File: config.mk
export PLATFORM = sky130hd
export DESIGN_NAME = bcd_muldiv_seq
export DESIGN_NICKNAME = d
export VERILOG_FILES = /design/src/rtl/bcd_seq_pkg.sv /design/src/rtl/bcd_digit_cell.sv /design/src/rtl/bcd_adder.sv /design/src/rtl/smul_unit.sv /design/src/rtl/bcd_muldiv_seq.sv
export SDC_FILE = /design/constraint.sdc
export NUM_CORES = 1
export LEC_CHECK = 0
export CAP_MARGIN = 20
export CORE_UTILIZATION = 55
export DETAILED_ROUTE_END_ITERATION = 12
export DONT_BUFFER_PORTS = 1
export HOLD_SLACK_MARGIN = 0.02
export PLACE_DENSITY = 0.72
export SETUP_SLACK_MARGIN = 0.05
export SYNTH_ARGS = -nofsm -noshare
export SYNTH_HDL_FRONTEND = slang
export SYNTH_SLANG_ARGS = --single-unit
export TNS_END_PERCENT = 50
File: constraint.sdc
create_clock -name clk_i -period 37.1 [get_ports clk_i]
set_input_delay 7.42 -clock clk_i [delete_from_list [all_inputs] [get_ports clk_i]]
set_output_delay 7.42 -clock clk_i [all_outputs]
set_load 0.01 [all_outputs]
File: src/rtl/bcd_seq_pkg.sv
package bcd_seq_pkg;
  typedef enum logic [1:0] {
    OP_FMP  = 2'd0,
    OP_FDV  = 2'd1,
    OP_MPY  = 2'd2,
    OP_NONE = 2'd3
  } op_e;

  typedef enum logic [1:0] {
    ST_IDLE = 2'd0,
    ST_ITER = 2'd1,
    ST_MUL  = 2'd2,
    ST_FIN  = 2'd3
  } st_e;
endpackage

File: src/rtl/bcd_digit_cell.sv
module bcd_digit_cell (
  input  logic [3:0] x_i,
  input  logic [3:0] y_i,
  input  logic       c_i,
  output logic [3:0] s_o,
  output logic       c_o
);
  logic [4:0] raw;
  logic [4:0] adj;

  always_comb begin
    raw = {1'b0, x_i} + {1'b0, y_i} + {4'd0, c_i};
    adj = raw - 5'd10;
    c_o = (raw >= 5'd10);
    s_o = c_o ? adj[3:0] : raw[3:0];
  end
endmodule

File: src/rtl/bcd_adder.sv
module bcd_adder #(
  parameter int DIGITS = 12
) (
  input  logic [4*DIGITS-1:0] x_i,
  input  logic [4*DIGITS-1:0] y_i,
  input  logic                c_i,
  output logic [4*DIGITS-1:0] s_o,
  output logic                c_o
);
  logic [DIGITS:0] chain;

  assign chain[0] = c_i;

  for (genvar k = 0; k < DIGITS; k++) begin : g_digit
    bcd_digit_cell u_cell (
      .x_i (x_i[4*k +: 4]),
      .y_i (y_i[4*k +: 4]),
      .c_i (chain[k]),
      .s_o (s_o[4*k +: 4]),
      .c_o (chain[k+1])
    );
  end

  assign c_o = chain[DIGITS];
endmodule

File: src/rtl/smul_unit.sv
module smul_unit #(
  parameter int W = 16
) (
  input  logic [W-1:0] x_i,
  input  logic [W-1:0] y_i,
  output logic [W-1:0] lo_o,
  output logic [W-1:0] hi_o
);
  logic signed [2*W-1:0] prod;

  assign prod = $signed(x_i) * $signed(y_i);
  assign lo_o = prod[W-1:0];
  assign hi_o = prod[2*W-1:W];
endmodule

File: src/rtl/bcd_muldiv_seq.sv
module bcd_muldiv_seq
  import bcd_seq_pkg::*;
#(
  parameter int DIGITS    = 12,
  parameter int WORD      = 16,
  parameter int CNT_W     = 4,
  parameter int COST_W    = 8,
  parameter int FMP_BASE  = 42,
  parameter int FDV_BASE  = 37,
  parameter int ITER_COST = 13,
  parameter int MPY_COST  = 65
) (
  input  logic                clk_i,
  input  logic                rst_ni,
  input  logic                start_i,
  input  logic [1:0]          op_i,
  input  logic [4*DIGITS-1:0] ar1_i,
  input  logic [4*DIGITS-1:0] ar2_i,
  input  logic [WORD-1:0]     a_i,
  input  logic [WORD-1:0]     b_i,
  input  logic                dc_i,
  output logic [4*DIGITS-1:0] ar2_o,
  output logic [WORD-1:0]     a_o,
  output logic [WORD-1:0]     b_o,
  output logic                dc_o,
  output logic [COST_W-1:0]   cycles_o,
  output logic                busy_o,
  output logic                done_o
);
  localparam int MANT_W    = 4 * DIGITS;
  localparam int DIV_LAST  = (1 << CNT_W) - 2;  // b value before the cap is reached

  st_e                 st_q;
  op_e                 op_q;
  logic [MANT_W-1:0]   ar1_q, ar2_q;
  logic [WORD-1:0]     a_q, b_q;
  logic                dc_q;
  logic [CNT_W-1:0]    cnt_q;
  logic [COST_W-1:0]   cost_q;

  logic [MANT_W-1:0]   sum;
  logic                carry;
  logic [WORD-1:0]     prod_lo, prod_hi;

  bcd_adder #(.DIGITS(DIGITS)) u_add (
    .x_i (ar2_q),
    .y_i (ar1_q),
    .c_i (dc_q),
    .s_o (sum),
    .c_o (carry)
  );

  smul_unit #(.W(WORD)) u_mul (
    .x_i  (a_q),
    .y_i  (b_q),
    .lo_o (prod_lo),
    .hi_o (prod_hi)
  );

  always_ff @(posedge clk_i or negedge rst_ni) begin
    if (!rst_ni) begin
      st_q   <= ST_IDLE;
      op_q   <= OP_FMP;
      ar1_q  <= '0;
      ar2_q  <= '0;
      a_q    <= '0;
      b_q    <= '0;
      dc_q   <= 1'b0;
      cnt_q  <= '0;
      cost_q <= '0;
    end else begin
      unique case (st_q)
        ST_IDLE: begin
          if (start_i) begin
            op_q  <= op_e'(op_i);
            ar1_q <= ar1_i;
            ar2_q <= ar2_i;
            a_q   <= a_i;
            b_q   <= b_i;
            dc_q  <= dc_i;
            cnt_q <= b_i[CNT_W-1:0];
            unique case (op_e'(op_i))
              OP_FMP: begin
                a_q    <= '0;
                cost_q <= COST_W'(FMP_BASE);
                st_q   <= (b_i[CNT_W-1:0] == '0) ? ST_FIN : ST_ITER;
              end
              OP_FDV: begin
                b_q    <= '0;
                cost_q <= COST_W'(FDV_BASE);
                st_q   <= ST_ITER;
              end
              OP_MPY: begin
                cost_q <= COST_W'(MPY_COST);
                st_q   <= ST_MUL;
              end
              default: begin
                cost_q <= '0;
                st_q   <= ST_FIN;
              end
            endcase
          end
        end
        ST_ITER: begin
          ar2_q <= sum;  // the carrying sum is kept as well
          if (op_q == OP_FMP) begin
            if (carry) a_q <= a_q + WORD'(1);
            dc_q   <= 1'b0;
            cnt_q  <= cnt_q - CNT_W'(1);
            cost_q <= cost_q + COST_W'(ITER_COST);
            if (cnt_q == CNT_W'(1)) st_q <= ST_FIN;
          end else if (carry) begin
            dc_q <= 1'b1;
            st_q <= ST_FIN;
          end else begin
            dc_q   <= 1'b0;
            b_q    <= b_q + WORD'(1);
            cost_q <= cost_q + COST_W'(ITER_COST);
            if (b_q == WORD'(DIV_LAST)) st_q <= ST_FIN;
          end
        end
        ST_MUL: begin
          a_q  <= prod_lo;
          b_q  <= prod_hi;
          st_q <= ST_FIN;
        end
        default: st_q <= ST_IDLE;
      endcase
    end
  end

  assign ar2_o    = ar2_q;
  assign a_o      = a_q;
  assign b_o      = b_q;
  assign dc_o     = dc_q;
  assign cycles_o = cost_q;
  assign busy_o   = (st_q != ST_IDLE);
  assign done_o   = (st_q == ST_FIN);
endmodule

=== Yosys cells after proc, flatten, opt, wreduce, memory -nomap -nowiden ===
Cells that the tools add are included.

* Bits in writable memories: 0
* ROM bits: 0
* Output and inout bits: 91
* Bits in latches: 0
* Memories kept: 0
* Word-level logic and storage cells: 135
* Flip-flop bits (word level): 145
* Bits of input ports: 134

* Equal/unequal tests: 15
* Div/mod/pow operators: 0
* Add/sub/neg operators: 40
* Bitwise gates (word level): 0
* Muxes and demuxes: 44
* $lt $le $gt $ge: 12
* Shift-type cells: 0
* Reduce and logical (&&, ||, !) cells: 14
* $mul: 1

{| class="wikitable"
|+ Operator list
! operator !! number
|-
| $mux W16 || 8
|-
| $pmux W16 S3 || 2
|-
| $pmux W48 S2 || 1
|-
| $add A4 B4 Y5 || 12
|-
| $add A5 B1 Y5 || 12
|-
| $ge A5 B4 Y1 const B || 12
|-
| $mux W4 || 14
|-
| $mux W48 || 1
|-
| $sub A4 B4 Y4 const B || 12
|-
| $add A16 B1 Y16 const B || 2
|-
| $mul A16 B16 Y32 || 1
|-
| $mux W8 || 3
|-
| $pmux W7 S3 || 1
|-
| $eq A16 B4 Y1 const B || 1
|-
| $pmux W8 S2 || 1
|-
| $mux W2 || 6
|-
| $pmux W2 S3 || 2
|-
| $ne A2 B2 Y1 const B || 5
|-
| $reduce_and A3 Y1 || 3
|-
| $add A8 B4 Y8 const B || 1
|-
| $pmux W4 S2 || 1
|-
| $reduce_and A4 Y1 || 2
|-
| $eq A2 B2 Y1 const B || 3
|-
| $logic_not A2 Y1 || 3
|-
| other kinds (11) || 17
|}

=== Longest topological paths before layout ===
* Word-level depth: 28
* Mapped depth: 102
* Depth with buffers taken out: 101

=== Cells and area by module ===
From an unflattened synthesis, not the netlist that was laid out.

* Cells, all modules: 2317
* Area, all modules: 21419.3 um^2

{| class="wikitable"
|+ By module, submodules not included
! module !! seq. area each (um^2) !! cells each !! instances !! area an instance (um^2)
|-
| smul_unit || 0.0 || 1096 || 1 || 9862.0
|-
| bcd_muldiv_seq || 3628.5 || 765 || 1 || 7683.6
|-
| bcd_digit_cell || 0.0 || 38 || 12 || 322.8
|}

=== Worst setup path after synthesis ===
Ideal clock, no wire load.

* Path type: register to register
* From: reg ar2_q[0], in the netlist ar2_o[0]
* To: reg cost_q[6], in the netlist cycles_o[6]
* Data arrival time: 18.840 ns
* Path buffers: 1
* Path slack: 18.126 ns
* Stages on the path, launching flop included: 101
* Data required time: 36.966 ns
* Clock period less this slack: 18.974 ns
* Path through: dfrtp_1 inv_1 fa_1 fa_1 xor2_1 ha_1 nand2_1 a21oi_1 inv_1 fa_1 inv_1 fa_1 xor2_1 ha_1 nand2_1 a21oi_1 inv_1 fa_1 (+65 left out) fa_1 xor2_1 ha_1 nand2_1 a21oi_1 inv_1 fa_1 inv_1 fa_1 ha_1 o31a_1 inv_1 a21oi_2 o21ai_1 clkbuf_1 inv_1 o32ai_1 a21oi_1

* Word-level cells in the longest chain between the ends: 27

{| class="wikitable"
|+ Ends and longest elaborated chain
! what !! RTL line !! RTL
|-
| start: declaration || bcd_muldiv_seq.sv:35 || <nowiki>logic [MANT_W-1:0] ar1_q, ar2_q;</nowiki>
|-
| start signal: assignment || bcd_muldiv_seq.sv:77 || <nowiki>ar2_q <= ar2_i;</nowiki>
|-
| start signal: assignment || bcd_muldiv_seq.sv:105 || <nowiki>ar2_q <= sum;</nowiki>
|-
| $add A4 B4 Y5 || bcd_digit_cell.sv:12 || <nowiki>raw = {1'b0, x_i} + {1'b0, y_i} + {4'd0, c_i};</nowiki>
|-
| $add A5 B1 Y5 || bcd_digit_cell.sv:12 ||
|-
| $ge A5 B4 Y1 || bcd_digit_cell.sv:14 || <nowiki>c_o = (raw >= 5'd10);</nowiki>
|-
| $add A5 B1 Y5 || bcd_digit_cell.sv:12 ||
|-
| $ge A5 B4 Y1 || bcd_digit_cell.sv:14 ||
|-
| $add A5 B1 Y5 || bcd_digit_cell.sv:12 ||
|-
| $ge A5 B4 Y1 || bcd_digit_cell.sv:14 ||
|-
| $add A5 B1 Y5 || bcd_digit_cell.sv:12 ||
|-
| (+11 left out) || n/a ||
|-
| $add A5 B1 Y5 || bcd_digit_cell.sv:12 ||
|-
| $ge A5 B4 Y1 || bcd_digit_cell.sv:14 ||
|-
| $add A5 B1 Y5 || bcd_digit_cell.sv:12 ||
|-
| $ge A5 B4 Y1 || bcd_digit_cell.sv:14 ||
|-
| $add A5 B1 Y5 || bcd_digit_cell.sv:12 ||
|-
| $ge A5 B4 Y1 || bcd_digit_cell.sv:14 ||
|-
| $ne A3 B3 Y1 (no line) || n/a ||
|-
| $reduce_and A3 Y1 (no line) || n/a ||
|-
| end signal: assignment || bcd_muldiv_seq.sv:85 || <nowiki>cost_q <= COST_W'(FMP_BASE);</nowiki>
|-
| end signal: assignment || bcd_muldiv_seq.sv:90 || <nowiki>cost_q <= COST_W'(FDV_BASE);</nowiki>
|-
| end signal: assignment || bcd_muldiv_seq.sv:94 || <nowiki>cost_q <= COST_W'(MPY_COST);</nowiki>
|-
| end: declaration || bcd_muldiv_seq.sv:39 || <nowiki>logic [COST_W-1:0] cost_q;</nowiki>
|}

No other way between the ends.
A chain may end at the register's enable or synchronous reset.

=== Worst setup path after layout ===
* From: reg ar2_q[0], in the netlist ar2_o[0]
* To: reg cost_q[4], in the netlist cycles_o[4]

Same word-level chain as after synthesis.

==> results.tsv <==
stage	metric	value	unit
outcome	status	completed	
critical_path	crit_type	flip-flop to flip-flop	
timing	fin_crit_sh	59.0	%
critical_path	crit_family	adder cells	
timing	fmax	45.7	MHz
critical_path	max_stage_delay	0.83	ns
floorplan	initial_core_util	56.4	%
routing	drc	0	
synthesis	async_flop_share	100	%
synthesis	syn_area_per_cell	9.10	um2
routing	vias_per_cell	5.85	
clock_network	htreeDepth	4	
global_route	antenna_found_initial	12	
timing	layout_min_cycle_time	21.88	ns
floorplan	num_rows	68	
global_route	overflow	0	
synthesis	ys_types	76	
critical_path	path_buf_inv	24	
routing	first_pass_iters	6	
critical_path	crit_slowest_cell	o21ai_1	
routing	vias	15100	
synthesis	ys_seq_area_share	18.5	%
clock_network	clk_path_buf_depth	2	
clock_network	cts_resized	0	
floorplan	io_pins	225	
routing	drtIter0Drc	1083	
min_path	hold_path_depth	1	
finish	area_growth	5.83	%
clock_network	numCtsBuffers	17	
critical_path	reg2regPathDepth	99	
placed_design	dpl.hpwl	40300	um
critical_path	cp.required	37.42	ns
timing	rsz0062_at_grt	no	
synthesis	syn-cell-area	19700	um2
floorplan	die_h	191	um
global_route	first_global_vias	15800	
timing	setup_viol	0	
critical_path	critPathCaptureType	flip-flop	
clock_network	cts_tree	yes	
critical_path	arrival	22.20	ns
global_route	grt_pass1_wl	85500	um
synthesis	yosysWarningCount	0	
routing	antenna_left	0	
routing	drt_wl_total	52600	um
placed_design	port_buffers	0	
clock_network	post_cts_buffers	0	
synthesis	syn_inst	2160	
routing	wl_per_cell	20.4	um
clock_network	path_clk_slew	0.07	ns
critical_path	path_depth	99	
timing	fin_setup_tns	0	ns
timing	finalHoldViolCount	0	
synthesis	synth_edf_count	0	
clock_network	clock-sinks	145	
placed_design	gp_congestion	0.945	
synthesis	synth_nets	2725	
run	cap_viol_max_count	0	
min_path	holdCritPathClass	flip-flop to flip-flop	
finish	drive_gt1_share	7.02	%
global_route	grt_max_degree	146	
floorplan	die_area	36500	um2
finish	fillers	2954	
clock_network	cts_root_buf	clkbuf_16	
clock_network	cts_hold_repair.buffers	0	
timing	worstMarginPinSlew	1.07	ns
floorplan	die-width	191	um
timing	max_slew_margin	28.6	%
critical_path	worstPathMaxFanout	15	
timing	drv_slew	0	
critical_path	critPathLaunchType	flip-flop	
synthesis	synthFlopType	dfrtp_1	
finish	nNetsFinal	2673	
synthesis	ys_ff_latch	145	
floorplan	design.core.area	34900	um2
timing	clock_skew	0.0158	ns
clock_network	clock_latency	0.43	ns
global_route	grt_use_total	30.4	%
## path summary, 6_finish.rpt
path / startpoint / end / slack, ns
max in group asynchronous: rst_ni / a_o[3] / 30.21
setup reg to reg: ar2_o[0] / cycles_o[4] / 15.22
hold reg to reg: ar1_q[0] / ar1_q[0] / 0.51
min in group asynchronous: rst_ni / ar1_q[35] / 6.68
setup / recovery: ar2_o[0] / cycles_o[4] / 15.22
hold / removal: ar1_q[0] / ar1_q[0] / 0.51
## flip-flops by register name (all words and copies together), names as in the netlist
name,flops
cnt_q,4
a_o,16
st_q,2
b_o,16
op_q,2
ar1_q,48
dc_o,1
cycles_o,8
ar2_o,48
## synthesized netlist by cell type (23+ instances only)
library cell	instances	area, um2
inv_1	342	1280
fa_1	286	5730
nand2_1	270	1010
dfrtp_1	145	3630
ha_1	145	1810
o21ai_0	107	536
and2_1	100	626
a21oi_1	94	470
clkbuf_1	93	349
nor2_1	76	285
xnor2_1	60	526
mux2_2	51	574
nand2b_1	38	238
xor2_1	30	263
nor2b_1	28	175
nand3_1	23	115
## final cells by class
cell class | count | area, um2 | share of cell area, %
Antenna cell | 5 | 12.5 | 0.0601
Clock buffer | 17 | 425 | 2.04
Clock inverter | 15 | 241 | 1.16
Inverter | 344 | 1290 | 6.20
Multi-Input combinational cell | 1563 | 14400 | 69.0
Sequential cell | 145 | 3630 | 17.4
Tap cell | 455 | 569 | 2.74
Timing Repair Buffer | 37 | 278 | 1.33
## stage by stage
stage / worst slack [ns] / area, um2 / instances / hold slack [ns] / util (%)
4_1_cts: 15.34 / 20800 / 2576 / 0.510 / 59.6
6_report: 15.22 / 20800 / 2581 / 0.510 / 59.7
5_1_grt: 13.24 / 20800 / 2577 / 0.529 / 59.6
3_3_place_gp: 16.82 / 20100 / 2544 / 0.483 / 57.7
3_5_place_dp: 15.51 / 20100 / 2544 / 0.496 / 57.7
2_1_floorplan: 18.13 / 19700 / 2160 / 0.464 / -
## metal layers
| metal | global-route usage [%] | vias to the layer above | wire length (um) |
|---|---|---|---|
| met5 | 0 | - | 75 |
| met4 | 7.97 | 12 | 1300 |
| met3 | 8.59 | 94 | 5150 |
| met2 | 52.8 | 556 | 26300 |
| met1 | 36.9 | 7608 | 19800 |
| li1 | - | 6827 | - |
## cell families (layout without fill, tap and decap cells)
family          count (synthesis)  count (layout)  share of synthesized area (%)
simple gates                  594             594                           14.4
flops                         145             145                           18.5
fa+ha+maj                     431             431                           38.3
buf+inv                       452             413                           8.65
other cells                     0               5                              0
mux                            71              71                           3.94
compound gates                377             377                           12.2
xor+xnor                       90              90                           4.01
## placed cells by master (no fill, tap or decap), drive strengths merged, types with 4 or more instances in the layout
master / n
mux2: 52
or2: 4
and2: 101
ha: 145
nor3: 22
a221oi: 8
a222oi: 4
xor2: 30
a22o: 6
o22ai: 10
a22oi: 19
o21ai: 128
buf: 37
a211oi: 22
nor2b: 28
inv: 352
o211ai: 17
nand2b: 38
nand3: 24
a221o: 4
mux2i: 19
xnor2: 60
o21a: 8
a21o: 22
nor3b: 4
dfrtp: 145
clkbuf: 17
bufinv: 4
nor2: 76
nand2: 270
a21oi: 95
nor4: 6
nand4: 7
diode: 5
and3: 6
a31oi: 5
fa: 286
Power is left out: the tool's default activity adds up to more than one toggle a clock period on the data nets, which glitch-free logic cannot reach.
